[config.mk]
export PLATFORM = sky130hd
export DESIGN_NAME = tmux_li_port
export DESIGN_NICKNAME = d
export VERILOG_FILES = /design/src/rtl/tmport_pkg.sv /design/src/rtl/tmport_ring_ptr.sv /design/src/rtl/tmport_store.sv /design/src/rtl/tmport_occupancy.sv /design/src/rtl/tmux_li_port.sv
export SDC_FILE = /design/constraint.sdc
export NUM_CORES = 1
export LEC_CHECK = 0
export BUFFER_PORTS_ARGS = -buffer_cell sky130_fd_sc_hd__buf_4
export CAP_MARGIN = 25
export CORE_ASPECT_RATIO = 1.4
export CORE_MARGIN = 5
export CORE_UTILIZATION = 37
export DETAILED_ROUTE_END_ITERATION = 16
export GPL_ROUTABILITY_DRIVEN = 0
export SKIP_LAST_GASP = 1
export SLEW_MARGIN = 0
export SYNTH_ARGS = -nofsm -noshare
export SYNTH_HDL_FRONTEND = slang
export SYNTH_SLANG_ARGS = --single-unit
[constraint.sdc]
create_clock -name clk -period 2.66 [get_ports clk]
set_clock_uncertainty 0.05 [all_clocks]
set_input_delay 0.266 -clock clk [delete_from_list [all_inputs] [get_ports clk]]
set_output_delay 0.266 -clock clk [all_outputs]
set_load 0.02 [all_outputs]
[src/rtl/tmport_pkg.sv]
package tmport_pkg;

   typedef enum logic [1:0] {
      OCC_LIGHT   = 2'd0,
      OCC_NOMINAL = 2'd1,
      OCC_HEAVY   = 2'd2
   } occ_level_e;

endpackage

[src/rtl/tmport_ring_ptr.sv]
module tmport_ring_ptr #(
   parameter int DEPTH   = 9,
   parameter int PTR_W   = 4,
   parameter int RST_VAL = 0
) (
   input  logic             clk,
   input  logic             rst_n,
   input  logic             adv,
   output logic [PTR_W-1:0] ptr
);
   localparam logic [PTR_W-1:0] LAST  = PTR_W'(DEPTH - 1);
   localparam logic [PTR_W-1:0] START = PTR_W'(RST_VAL);

   logic [PTR_W-1:0] nxt;

   generate
      if ((1 << PTR_W) == DEPTH) begin : g_pow2
         always_comb nxt = ptr + 1'b1;
      end else begin : g_wrap
         always_comb nxt = (ptr == LAST) ? '0 : ptr + 1'b1;
      end
   endgenerate

   always_ff @(posedge clk) begin
      if (!rst_n)   ptr <= START;
      else if (adv) ptr <= nxt;
   end

   assert_ptr_in_range_R4: assert property (@(posedge clk) disable iff (!rst_n)
      ptr <= LAST);
endmodule

[src/rtl/tmport_store.sv]
module tmport_store #(
   parameter int DEPTH     = 9,
   parameter int PTR_W     = 4,
   parameter int PAYLOAD_W = 8
) (
   input  logic                 clk,
   input  logic                 rst_n,
   input  logic                 wr_en,
   input  logic [PTR_W-1:0]     wr_ptr,
   input  logic                 wr_msg,
   input  logic [PAYLOAD_W-1:0] wr_data,
   input  logic [PTR_W-1:0]     rd_ptr,
   output logic                 rd_msg,
   output logic [PAYLOAD_W-1:0] rd_data
);
   logic                 ent_msg  [DEPTH];
   logic [PAYLOAD_W-1:0] ent_data [DEPTH];

   // Reset clears every slot: the preloaded window is all no-message tokens.
   always_ff @(posedge clk) begin
      if (!rst_n) begin
         for (int i = 0; i < DEPTH; i++) begin
            ent_msg[i]  <= 1'b0;
            ent_data[i] <= '0;
         end
      end else if (wr_en) begin
         ent_msg[wr_ptr]  <= wr_msg;
         ent_data[wr_ptr] <= wr_data;
      end
   end

   always_comb begin
      rd_msg  = ent_msg[rd_ptr];
      rd_data = ent_data[rd_ptr];
   end
endmodule

[src/rtl/tmport_occupancy.sv]
module tmport_occupancy
   import tmport_pkg::*;
#(
   parameter int DEPTH   = 9,
   parameter int NOMINAL = 8,
   parameter int CNT_W   = 4
) (
   input  logic       clk,
   input  logic       rst_n,
   input  logic       inc,
   input  logic       dec,
   output logic       not_full,
   output logic       not_empty,
   output occ_level_e level
);
   localparam logic [CNT_W-1:0] CAP_C = CNT_W'(DEPTH);
   localparam logic [CNT_W-1:0] NOM_C = CNT_W'(NOMINAL);

   logic [CNT_W-1:0] count;

   always_ff @(posedge clk) begin
      if (!rst_n) count <= NOM_C;
      else if (inc && !dec) count <= count + 1'b1;
      else if (dec && !inc) count <= count - 1'b1;
   end

   always_comb begin
      not_full  = (count != CAP_C);
      not_empty = (count != '0);
      if (count < NOM_C)      level = OCC_LIGHT;
      else if (count > NOM_C) level = OCC_HEAVY;
      else                    level = OCC_NOMINAL;
   end

   assert_no_overflow_R4: assert property (@(posedge clk) disable iff (!rst_n)
      !(inc && !dec && count == CAP_C));
   assert_no_underflow_R5: assert property (@(posedge clk) disable iff (!rst_n)
      !(dec && count == '0));
   assert_hold_on_both_R6: assert property (@(posedge clk) disable iff (!rst_n)
      (inc && dec) |=> $stable(count));
endmodule

[src/rtl/tmux_li_port.sv]
module tmux_li_port
   import tmport_pkg::*;
#(
   parameter int INSTANCES   = 4,
   parameter int LATENCY     = 2,
   parameter int EXTRA_SLOTS = 1,
   parameter int PAYLOAD_W   = 8
) (
   input  logic                 clk,
   input  logic                 rst_n,
   input  logic                 prod_push,
   input  logic                 prod_msg_vld,
   input  logic [PAYLOAD_W-1:0] prod_msg_data,
   output logic                 prod_not_full,
   input  logic                 cons_pop,
   output logic                 cons_msg_vld,
   output logic [PAYLOAD_W-1:0] cons_msg_data,
   output logic                 cons_not_empty,
   output logic                 port_light,
   output logic                 port_heavy
);
   localparam int NOMINAL = INSTANCES * LATENCY;
   localparam int DEPTH   = NOMINAL + EXTRA_SLOTS;
   localparam int PTR_W   = (DEPTH > 1) ? $clog2(DEPTH) : 1;
   localparam int CNT_W   = $clog2(DEPTH + 1);

   generate
      if (INSTANCES < 1) begin : g_bad_inst
         $error("tmux_li_port: INSTANCES must be at least 1");
      end
      if (LATENCY < 1) begin : g_bad_lat
         $error("tmux_li_port: LATENCY must be at least 1");
      end
      if (EXTRA_SLOTS < 1) begin : g_bad_extra
         $error("tmux_li_port: EXTRA_SLOTS must be at least 1");
      end
      if (PAYLOAD_W < 1) begin : g_bad_w
         $error("tmux_li_port: PAYLOAD_W must be at least 1");
      end
   endgenerate

   logic                 push_ok, pop_ok;
   logic                 nf, ne;
   occ_level_e           lvl;
   logic [PTR_W-1:0]     wr_ptr, rd_ptr;
   logic                 head_msg;
   logic [PAYLOAD_W-1:0] head_data;

   always_comb begin
      push_ok = prod_push && nf;
      pop_ok  = cons_pop && ne;
   end

   tmport_occupancy #(.DEPTH(DEPTH), .NOMINAL(NOMINAL), .CNT_W(CNT_W)) u_occ (
      .clk(clk), .rst_n(rst_n), .inc(push_ok), .dec(pop_ok),
      .not_full(nf), .not_empty(ne), .level(lvl)
   );

   tmport_ring_ptr #(.DEPTH(DEPTH), .PTR_W(PTR_W), .RST_VAL(NOMINAL)) u_wr_ptr (
      .clk(clk), .rst_n(rst_n), .adv(push_ok), .ptr(wr_ptr)
   );

   tmport_ring_ptr #(.DEPTH(DEPTH), .PTR_W(PTR_W), .RST_VAL(0)) u_rd_ptr (
      .clk(clk), .rst_n(rst_n), .adv(pop_ok), .ptr(rd_ptr)
   );

   tmport_store #(.DEPTH(DEPTH), .PTR_W(PTR_W), .PAYLOAD_W(PAYLOAD_W)) u_store (
      .clk(clk), .rst_n(rst_n), .wr_en(push_ok), .wr_ptr(wr_ptr),
      .wr_msg(prod_msg_vld), .wr_data(prod_msg_data),
      .rd_ptr(rd_ptr), .rd_msg(head_msg), .rd_data(head_data)
   );

   always_comb begin
      prod_not_full  = nf;
      cons_not_empty = ne;
      cons_msg_vld   = ne && head_msg;
      cons_msg_data  = ne ? head_data : '0;
      port_light     = (lvl == OCC_LIGHT);
      port_heavy     = (lvl == OCC_HEAVY);
   end

   assert_heavy_has_tokens_R7: assert property (@(posedge clk) disable iff (!rst_n)
      port_heavy |-> cons_not_empty);
   assert_light_has_room_R7: assert property (@(posedge clk) disable iff (!rst_n)
      port_light |-> prod_not_full);
   assert_flags_exclusive_R7: assert property (@(posedge clk) disable iff (!rst_n)
      $onehot0({port_light, port_heavy}));
   assert_empty_no_msg_R5: assert property (@(posedge clk) disable iff (!rst_n)
      !cons_not_empty |-> !cons_msg_vld);
   assert_ptrs_meet_when_full_R4: assert property (@(posedge clk) disable iff (!rst_n)
      (!prod_not_full || !cons_not_empty) |-> (wr_ptr == rd_ptr));
endmodule

## Word-level counts from Yosys, hierarchy flattened

Memory sizes are Yosys's and may differ from the RTL's. A register that Yosys moved wholly into a read port is not among the register bits.
Index checks and enable logic that the tools add are counted.

- Add/sub/neg operators: 4
- Reductions and logical operators: 12
- Eq/ne operators: 4
- Magnitude comparators: 2
- Muxes and demuxes: 21

Operators by type and width:

| cell | count |
|---|---|
| 2-to-1 mux 4 bit | 10 |
| 2-to-1 mux 8 bit | 2 |
| adder 4 x 1 -> 4 bit, second input constant | 3 |
| equality test 4 bit, second input constant | 2 |
| OR reduction 8 bit | 1 |
| 2-to-1 mux 1 bit | 7 |
| logical AND 1 bit | 5 |
| > comparator 4 bit, second input constant | 1 |
| < comparator 4 bit, second input constant | 1 |
| 2-to-1 mux 2 bit | 2 |
| != test 4 bit, second input constant | 1 |
| nonzero test 4 bit | 1 |
| subtractor 4 x 1 -> 4 bit, second input constant | 1 |
| equality test 2 bit, second input constant | 1 |
| logical NOT 1 bit | 2 |
| logical NOT 2 bit | 1 |
| nonzero test 2 bit | 1 |
| OR reduction 1 bit | 1 |

- Register bits: 12
- RAM bits: 81
- Output and inout bits: 13
- Memories kept: 2

Memory list:

| name | words | bits a word | rd ports | clocked after memory_dff | write ports | RTL line | RTL |
|---|---|---|---|---|---|---|---|
| u_store.ent_data | 9 | 8 | 1 | 1 | 9 | tmport_store.sv:17 | `logic [PAYLOAD_W-1:0] ent_data [DEPTH];` |
| u_store.ent_msg | 9 | 1 | 1 | 1 | 9 | tmport_store.sv:16 | `logic ent_msg [DEPTH];` |

## Logic depth before layout (Yosys ltp)

Gate-level depths: netlist of the first run.

- Word-level depth: 7
- Depth in mapped cells: 10
- Mapped depth without buffers: 9

## Cells and area by module

From an unflattened synthesis of the first run, not the netlist that was laid out.

- Cells, all modules: 442
- Area, all modules: 6,970.4 sq um

By module, submodules not included:

| module | cells each | area each (sq um) | sequential area each (sq um) | times used |
|---|---|---|---|---|
| tmport_store | 347 | 6,160.9 | 4,234.1 | 1 |
| tmport_occupancy | 33 | 294.0 | 80.1 | 1 |
| tmport_ring_ptr (u_rd_ptr) | 25 | 219.0 | 80.1 | 1 |
| tmport_ring_ptr (u_wr_ptr) | 24 | 217.7 | 80.1 | 1 |
| tmux_li_port | 13 | 78.8 | 0.0 | 1 |

## Worst setup path after synthesis of the first run

No wires, ideal clock.

- Kind: flip-flop to flip-flop
- Start point: register u_occ.count[1]
- End point: register u_occ.count[3]
- Required time: 2,489 ps
- Buffers on the path: 0
- Path slack: 63 ps
- Arrival: 2,426 ps
- Cell stages (with the launch flop): 10
- Period minus slack after synthesis: 2,597 ps
- Cell sequence: dfxtp_1 -> or4_1 -> nand2_1 -> ha_1 -> inv_1 -> ha_1 -> a21oi_1 -> a211oi_1 -> a31oi_1 -> mux2_2

- Cells in the longest elaborated chain, start to end: 5
- Elaborated cells between the ends (all ways): 13

Ends and longest elaborated chain:

| item | RTL line | RTL |
|---|---|---|
| from (decl) | tmport_occupancy.sv:19 | `logic [CNT_W-1:0] count;` |
| from (signal assigned) | tmport_occupancy.sv:23 | `else if (inc && !dec) count <= count + 1'b1;` |
| from (signal assigned) | tmport_occupancy.sv:24 | `else if (dec && !inc) count <= count - 1'b1;` |
| branches (longest 5 deep; another with subtractor 4 x 1 -> 4 bit) | n/a |  |

Several ways; the timed one is not identified. The select of a mux whose other input is x is not followed.
A chain may end at the register's enable or synchronous reset.

==> flow_metrics.tcl, run 1 <==
set metrics [dict create \
    status "complete, no violations" \
    ys_warn_count 0 \
    hpwl_mm 10.33 \
    syn_area_sq_um 7181 \
    viasPerCell 5.120 \
    synth.avg_cell_area_sq_um 15.54 \
    setup_viol 0 \
    worstSetupPathType "flop to output pin" \
    clk_pin_slew_worst_paths_ns 0.07 \
    n_fill_cell 1671 \
    hold_start "prod_msg_data[2]" \
    globalRouteTotalUtil 0.1465 \
    min_to "u_store.ent_data[9][2]" \
    port_buffers 25 \
    fmax_mhz 384.6 \
    htreeDepth 4 \
    grt_max_degree 38 \
    grt_pass1_vias 4287 \
    cp_top_family "multiplexers" \
    maxCapViolCount 0 \
    r2r_end "u_occ.count[3]" \
    grt_pass1_wl_mm 24.43 \
    end_kind "output pin" \
    rsz0062_at_grt "true" \
    hp-class "input port to flop" \
    async_reset_ff_frac 0 \
    start_kind "flop" \
    die_h_microns 174.8 \
    min_path_cells 1 \
    hold_ws_ns 0.1207 \
    setup_tns_ns 0 \
    die_x_microns 127.7 \
    cpMaxStageDelayCell "mux4_1" \
    overflow 0 \
    num_io_pins 26 \
    cp.arrival_ns 2.28 \
    synth-seq-cells 160 \
    routedWlPerCell_microns 20.17 \
    drt-initial-drc-count 434 \
    layout-drive-gt1-share 0.2717 \
    rows 60 \
    cts_inserted_buffers 17 \
    start_util 0.3751 \
    fin_util 0.4459 \
    rrSetupSlack_ns 0.18 \
    maxSlewHeadroom 0.5566 \
    n_antenna_cell 0 \
    finalNetCount 541 \
    dieArea_sq_um 22330 \
    totalPowerFinal_uw 6921 \
    antenna_found_initial 0 \
    vias 3983 \
    synth_flop_cell "edfxtp_1" \
    p_leak_uw 0.002973 \
    drtPass1Iterations 4 \
    drt-total-wl_mm 15.69 \
    fin_crit_ns 2.600 \
    worstPathRequired_ns 2.34 \
    ctsRootBufferMaster "clkbuf_16" \
    clockBufferDepth 2 \
    ir_drop_mv 0.6100 \
    synth_cell_type_count 41 \
    ys_seq_area_frac 0.6343 \
    reg2regPathDepth 9 \
    dpl_cell_area_sq_um 7771 \
    timing.rr.start "u_occ.count[1]" \
    syn_to_final_growth_pct 18.89 \
    cts_tree "yes" \
    hold_buffers 0 \
    synth_edf_count 135 \
    clock_latency_ns 0.42 \
    cp_slowest_stage_delay_ns 0.60 \
    crit_buf_inv 2 \
    drt.antenna.violating_nets 0 \
    maxSlewViolCount 0 \
    syn-num-nets 485 \
    cp_cell_sequence "buf_12, mux4_1, mux2_2, o21ai_2, a21oi_1, buf_4" \
    powerDensity_nw_per_um2 810.7 \
    worst_pin_slew_ns 0.6602 \
    final_cell_area_sq_um 8537 \
    core_area_sq_um 19140 \
    fin_crit_sh 0.9775 \
    hold_violations 0 \
    synth_cells 462 \
    cts.sinks 160 \
    crit_fanout 8 \
    drc 0 \
]
-- through the flow --
stage / setup WS (ns) / instances
after CTS: 0.01052 / 777
after detailed placement: 0.07283 / 740
final: 0.05992 / 778
after global routing: -0.008292 / 778
after floorplan: 0.06310 / 462
after global placement: 0.1706 / 740
-- flip-flops by register name, summed over array words and instances, names as in the netlist, named ones only --
name,flops
u_store.ent_data,128
u_rd_ptr.ptr,4
u_store.ent_msg,16
u_wr_ptr.ptr,4
u_occ.count,4
-- cell usage in the layout, fill, tap and decap left out, drive strengths merged, types with 2 or more instances in the layout --
| master | n |
|---|---|
| edfxtp | 135 |
| nor2 | 14 |
| and2 | 74 |
| nand3b | 2 |
| nor4 | 8 |
| nand2 | 31 |
| clkinv | 3 |
| ha | 9 |
| a21oi | 13 |
| nor2b | 3 |
| bufinv | 3 |
| o21ai | 27 |
| nor3 | 2 |
| xnor2 | 3 |
| mux4 | 36 |
| mux2 | 10 |
| buf | 57 |
| nand3 | 8 |
| inv | 21 |
| a21boi | 3 |
| dfxtp | 25 |
| clkbuf | 18 |
| mux2i | 11 |
-- layout make-up --
type / count / area, sq um / share of cell area
clock buffers: 17 / 425.4 / 0.04983
inverters: 13 / 48.80 / 0.005716
flip-flops and latches: 160 / 4558 / 0.5339
repair buffers: 59 / 543.0 / 0.06361
clock inverters: 14 / 193.9 / 0.02272
multi-input cells: 267 / 2457 / 0.2879
well taps: 248 / 310.3 / 0.03635
-- cells by family after synthesis --
kind of cell	share of synthesized area
xor+xnor	0.003660
buf+inv	0.02579
fa+ha+maj	0.01847
mux	0.1486
simple gates	0.1282
flops	0.6343
compound gates	0.04095
-- metal layers --
| metal | vias to the layer above | global-route usage | routed length, microns |
|---|---|---|---|
| met4 | 0 | 0.05973 | 342 |
| met2 | 76 | 0.2458 | 8282 |
| met3 | 17 | 0.03547 | 524 |
| li1 | 1860 | - | - |
| met5 | - | 0 | 0 |
| met1 | 2030 | 0.1806 | 6543 |
-- synth_stat cells, types with 2 or more instances --
cell type,n,area share
mux4_2,27,0.085
nor4_4,8,0.024
a21oi_1,13,0.0091
nor2b_1,3,0.0026
mux2i_1,11,0.015
nor2_1,14,0.0073
o21ai_0,19,0.013
o21ai_1,7,0.0049
dfxtp_1,25,0.070
buf_2,9,0.0063
inv_1,13,0.0068
mux2_2,10,0.016
nand3b_1,2,0.0021
clkbuf_1,5,0.0026
mux4_1,9,0.033
nor3_1,2,0.0014
nand2_1,31,0.016
xnor2_1,3,0.0037
buf_4,3,0.0031
a21boi_0,3,0.0031
buf_6,2,0.0031
buf_1,2,0.0010
and2_1,74,0.064
ha_1,9,0.016
edfxtp_1,135,0.56
nand3_1,8,0.0056
-- what timing repair did --
| action | CTS | global route |
|---|---|---|
| gates cloned | 1 | 1 |
| buffers inserted | 5 | 0 |
| hold endpoints to repair | 0 | 0 |
| gates resized for setup | 2 | 5 |
| endpoints found under the setup margin | 5 | 6 |
-- worst max path at each step --
stage	cells after the start	end	slack, ns
after global routing	6	cons_msg_data[2]	-0.008
after CTS	6	cons_msg_data[1]	0.01
after floorplan	9	u_occ.count[3]	0.06
after detailed placement	9	u_occ.count[3]	0.07
final	6	cons_msg_data[2]	0.06
after global placement	9	u_occ.count[3]	0.17
-- power by group --
group | total (uW) | leakage, uW | internal [uW] | switching [uW]
registers | 2960 | 0.00152 | 2870 | 84.6
clock network | 2550 | 0.000305 | 1510 | 1040
logic | 1410 | 0.00115 | 639 | 772
total | 6920 | 0.00297 | 5020 | 1900
-- worst register-to-register path: stages, from the launching register on --
cell and delay (ns):
dfxtp_1 0.31, or4_1 0.54, nand2_1 0.12, ha_1 0.17, inv_1 0.12, ha_4 0.28
a21oi_2 0.16, a211oi_1 0.09, a31oi_1 0.18, mux2_2 0.36
(Power assumes the default switching activity.)
==> inputs of run 2 (changes only) <==
--- a/config.mk
+++ b/config.mk
@@ -5,6 +5,7 @@
 export SDC_FILE = /design/constraint.sdc
 export NUM_CORES = 1
 export LEC_CHECK = 0
+export ABC_AREA = 1
 export BUFFER_PORTS_ARGS = -buffer_cell sky130_fd_sc_hd__buf_4
 export CAP_MARGIN = 25
 export CORE_ASPECT_RATIO = 1.4
==> flow_metrics.tcl, run 2 <==
set metrics [dict create \
    layout-drive-gt1-share 0.1314 \
    worstPathRequired_ns 2.34 \
    rows 60 \
    synthTopCellsByCount "214 x nand2_1, 135 x edfxtp_1, 124 x nand3_1, 82 x nor2_1, 25 x dfxtp_1" \
    synth_top_cells_by_area "edfxtp_1 56%, nand2_1 11%, nand3_1 8.6%" \
    synth_cells 720 \
    start_kind "flop" \
    synth_edf_count 135 \
    viasPerCell 5.026 \
    end_kind "output pin" \
    syn_area_sq_um 7196 \
    combPwrFrac 0.223 \
    async_reset_ff_frac 0 \
    synth_flop_cell "edfxtp_1" \
    antenna_found_initial 0 \
    totalPowerFinal_uw 7058 \
    setup_tns_ns 0 \
    synth.avg_cell_area_sq_um 9.994 \
    mostFrequentLayoutCells "214 x nand2_1, 135 x edfxtp_1, 124 x nand3_1, 82 x nor2_1, 40 x buf_4" \
    ir_drop_mv 0.6863 \
    dieArea_sq_um 22380 \
    globalRouteTotalUtil 0.1596 \
    cp.arrival_ns 2.14 \
    p_sw_uw 2178 \
    vias 5071 \
    cts_inserted_buffers 17 \
    synth_top_area_share 0.5634 \
    routedWlPerCell_microns 17.08 \
    clk_pin_slew_worst_paths_ns 0.06 \
    drt-total-wl_mm 17.23 \
    p_clk_frac 0.357 \
    synth_cell_type_count 32 \
    layout_commonest_cell "nand2_1" \
    use_met1 0.1941 \
    power.internal_uw 4880 \
    switching_share 0.3085 \
    met3_usage 0.03119 \
    n_antenna_cell 0 \
    post_cts_buffers 0 \
    hold_buffers 0 \
    num_io_pins 26 \
    fmax_mhz 406.4 \
    ys_warn_count 0 \
    cts-resized-gates 0 \
    synth-seq-cells 160 \
    reg2regPathDepth 10 \
    die_x_microns 127.9 \
    maxSlewHeadroom 0.4848 \
    overflow 0 \
    maxCapViolCount 0 \
    seq_power_share 0.419 \
    drt-initial-drc-count 484 \
    crit_fanout 36 \
    drtPass1Iterations 5 \
    syn_to_final_growth_pct 14.17 \
    cts.sinks 160 \
    fin_util 0.4275 \
    drc 0 \
    dp_slack_ns 0.4723 \
    p_leak_uw 0.003221 \
    maxSlewViolCount 0 \
    core_area_sq_um 19220 \
    cpMaxStageDelayCell "inv_2" \
    status "complete, no violations" \
    hpwl_mm 11.20 \
    cts_tree "yes" \
    htreeDepth 4 \
    hp-class "input port to flop" \
    grt_pass1_wl_mm 27.12 \
    start_util 0.3744 \
    yosys.area.top_type "edfxtp_1" \
    yosysMostFrequentCell "nand2_1" \
    ctsRootBufferMaster "clkbuf_16" \
    rsz0062_at_grt "false" \
    die_h_microns 175.0 \
    ys_seq_area_frac 0.6329 \
    port_buffers 25 \
    drt.antenna.violating_nets 0 \
    fin_crit_sh 0.9250 \
    setup_viol 0 \
    clockBufferDepth 2 \
    setup_ws_ns 0.1994 \
    cp_slowest_stage_delay_ns 0.56 \
    powerDensity_nw_per_um2 859.1 \
    min_path_cells 1 \
    largest_register "u_store.ent_data" \
    fin_crit_ns 2.461 \
    grt_pass1_vias 5002 \
    grt_busiest_layer "met2" \
    clock_latency_ns 0.43 \
    worst_pin_slew_ns 0.7717 \
    hold_violations 0 \
    finalNetCount 771 \
    largest_register_ffs 128 \
    cp_cell_sequence "inv_2, nand3_1, nand3_1, nand2_1, nand2_1, a21oi_1, buf_4" \
    grt_max_degree 42 \
    worstSetupPathType "flop to output pin" \
    largestRegisters "u_store.ent_data: 128 flops, u_store.ent_msg: 16 flops" \
    grt_use_met2 0.2832 \
    syn-num-nets 743 \
]
[run 2: cell count changes in the layout (fill, tap and decap cells not counted), sizes merged, moves of 16 or more]
cell,previous run,this run
nand2,31,219
nand3,8,129
nor2,14,89
and2,74,0
mux4,36,0
o21ai,27,9
buf,57,41
[run 2: metrics by stage]
stage               instance area, sq um  hold WS (ns)  cells
global route                        8215       0.01110   1009
CTS                                 8215      0.008400   1009
detailed placement                  7607        0.4089    977
finish                              8215       0.02579   1009
global placement                    7607        0.4061    977
floorplan                           7196        0.3149    720
[run 2: cell families (layout without fill, tap and decap cells)]
logic type | after synthesis | count (layout) | synth area share
adder cells (fa/ha/maj) | 10 | 10 | 0.01843
XOR/XNOR | 6 | 6 | 0.007303
buffers and inverters | 69 | 110 | 0.05095
flip-flops | 160 | 160 | 0.6329
AO/OA/AOI/OAI | 28 | 28 | 0.01982
AND/OR/NAND/NOR | 447 | 447 | 0.2706
[run 2: layer usage]
layer	routed length, microns	vias up
met5	0	-
met4	192	0
met3	684	17
met2	9284	125
met1	7073	2438
li1	-	2491
[run 2: cell type report]
| class | count | area (sq um) |
|---|---|---|
| clock buffers | 18 | 429.2 |
| clock inverters | 14 | 178.9 |
| fillers | 1872 | 11000 |
| inverters | 37 | 146.4 |
| multi-input cells | 491 | 2275 |
| flip-flops and latches | 160 | 4556 |
| well taps | 248 | 310.3 |
| repair buffers | 41 | 320.3 |
[run 2: path summary, 6_finish.rpt]
kind / start / end / slack [ns]
worst max-delay path: flop / cons_msg_data[1] / 0.20
worst min-delay path: prod_msg_data[7] / u_store.ent_data[14][7] / 0.03
worst max register to register: u_occ.count[0] / u_occ.count[3] / 0.47
worst min register to register: u_store.ent_msg[6] / u_store.ent_msg[6] / 0.42
[run 2: power groups by stage]
stage | Clock, uW | Combinational [uW] | Sequential (uW)
2_1_floorplan | 0 | 1130 | 2990
3_3_place_gp | 0 | 1580 | 3010
3_5_place_dp | 0 | 1590 | 3010
4_1_cts | 2530 | 1600 | 2960
5_1_grt | 2650 | 1760 | 2980
6_report | 2520 | 1580 | 2960
[run 2: critical path, delay by kind of cell, from the launching register on]
family                 cells  cell delay [ns]
AO/OA/AOI/OAI              1             0.09
buffers and inverters      2             0.73
flip-flops                 1             0.32
AND/OR/NAND/NOR            4             0.56
==> inputs of run 3 (changes only) <==
--- a/config.mk
+++ b/config.mk
@@ -5,11 +5,9 @@
 export SDC_FILE = /design/constraint.sdc
 export NUM_CORES = 1
 export LEC_CHECK = 0
-export ABC_AREA = 1
 export BUFFER_PORTS_ARGS = -buffer_cell sky130_fd_sc_hd__buf_4
 export CAP_MARGIN = 25
 export CORE_ASPECT_RATIO = 1.4
-export CORE_MARGIN = 5
 export CORE_UTILIZATION = 37
 export DETAILED_ROUTE_END_ITERATION = 16
 export GPL_ROUTABILITY_DRIVEN = 0
==> flow_metrics.tcl, run 3 (synthesized netlist as in run 1, its figures left out) <==
set metrics [dict create \
    status "complete, no violations" \
    clock_latency_ns 0.41 \
    grt_pass1_wl_mm 24.00 \
    fin_util 0.4514 \
    syn_to_final_growth_pct 18.35 \
    start_util 0.3815 \
    hold_buffers 0 \
    globalRouteTotalUtil 0.1641 \
    die_x_microns 119.7 \
    crit_fanout 7 \
    fin_crit_ns 2.568 \
    min_path_cells 1 \
    hold_violations 0 \
    setup_tns_ns 0 \
    fmax_mhz 389.4 \
    vias 4053 \
    setup_viol 0 \
    dieArea_sq_um 19980 \
    overflow 0 \
    grt_pass1_vias 4144 \
    port_buffers 25 \
    worst_pin_slew_ns 0.6775 \
    drt.antenna.violating_nets 0 \
    worstSetupPathType "flop to output pin" \
    cts_inserted_buffers 17 \
    core_area_sq_um 18820 \
    end_kind "output pin" \
    routedWlPerCell_microns 20.13 \
    largest_register_ffs 128 \
    ir_drop_mv 0.7263 \
    cp.arrival_ns 2.25 \
    reg2regPathDepth 9 \
    drt-initial-drc-count 339 \
    clk_pin_slew_worst_paths_ns 0.06 \
    mostFrequentLayoutCells "135 x edfxtp_1, 74 x and2_1, 54 x buf_4, 31 x nand2_1, 29 x mux4_2" \
    ctsRootBufferMaster "clkbuf_16" \
    layout-drive-gt1-share 0.2679 \
    cts_tree "yes" \
    antenna_found_initial 0 \
    drc 0 \
    layout_commonest_cell "edfxtp_1" \
    drtPass1Iterations 6 \
    p_leak_uw 0.002959 \
    hpwl_mm 10.26 \
    grt_max_degree 36 \
    start_kind "flop" \
    die_h_microns 166.8 \
    rows 59 \
    finalNetCount 542 \
    maxCapViolCount 0 \
    htreeDepth 4 \
    place_inst 737 \
    worstPathRequired_ns 2.34 \
    fin_crit_sh 0.9654 \
    n_antenna_cell 0 \
    powerDensity_nw_per_um2 809.9 \
    hp-class "input port to flop" \
    finalNonFillerCells 774 \
    viasPerCell 5.236 \
    drt-total-wl_mm 15.58 \
    cts.sinks 160 \
    hold_ws_ns 0.1244 \
    num_io_pins 26 \
    clockBufferDepth 2 \
    maxSlewHeadroom 0.5477 \
    largestRegisters "u_store.ent_data: 128 flops, u_store.ent_msg: 16 flops" \
    maxSlewViolCount 0 \
    largest_register "u_store.ent_data" \
    rsz0062_at_grt "false" \
]
[run 3: area by class of cell]
cell class	count	area, sq um
Timing Repair Buffer	60	534.3
Multi-Input combinational cell	267	2437
Tap cell	244	305.3
Fill cell	1622	10330
Sequential cell	160	4558
Clock inverter	12	185.2
Inverter	13	48.80
Clock buffer	18	429.2
[run 3: repair_timing]
item | CTS | global route
pin swaps | 0 | 0
gates resized for setup | 0 | 5
gates cloned | 1 | 1
setup buffers | 5 | 0
endpoints found under the setup margin | 4 | 9
[run 3: final timing paths]
kind / start / to / slack, ns
setup / recovery: flop / cons_msg_data[0] / 0.09
hold / removal: prod_msg_data[6] / u_store.ent_data[15][6] / 0.12
setup reg to reg: u_occ.count[2] / u_occ.count[3] / 0.14
hold reg to reg: u_store.ent_msg[6] / u_store.ent_msg[6] / 0.42
[run 3: per-layer routing]
layer  vias to the layer above  part of all wire  GRT usage
li1                       1864                 -          -
met1                      2099              0.42     0.1952
met2                        70              0.53     0.2852
met3                        20             0.030    0.03459
met4                         0             0.023    0.06848
met5                         -                 0          0
[run 3: critical path: stages (launching register included)]
cell	delay, ns
dfxtp_4	0.41
buf_12	0.15
mux4_1	0.56
mux2_2	0.29
o21ai_1	0.14
a21oi_1	0.08
buf_4	0.21
[run 3: power by group]
part / leakage, uW / switching (uW) / internal [uW]
clock: 0.000297 / 970 / 1570
combinational: 0.00114 / 757 / 619
sequential: 0.00152 / 91.5 / 2870
[run 3: stage by stage]
step / instance area, sq um / power, uW / setup WS (ns)
6_report: 8498 / 6882 / 0.09208
5_1_grt: 8498 / 7149 / 0.002260
4_1_cts: 8471 / 6909 / 0.008115
3_5_place_dp: 7774 / 4340 / 0.1305
3_3_place_gp: 7774 / 4290 / 0.1911
2_1_floorplan: 7181 / 3880 / 0.06310
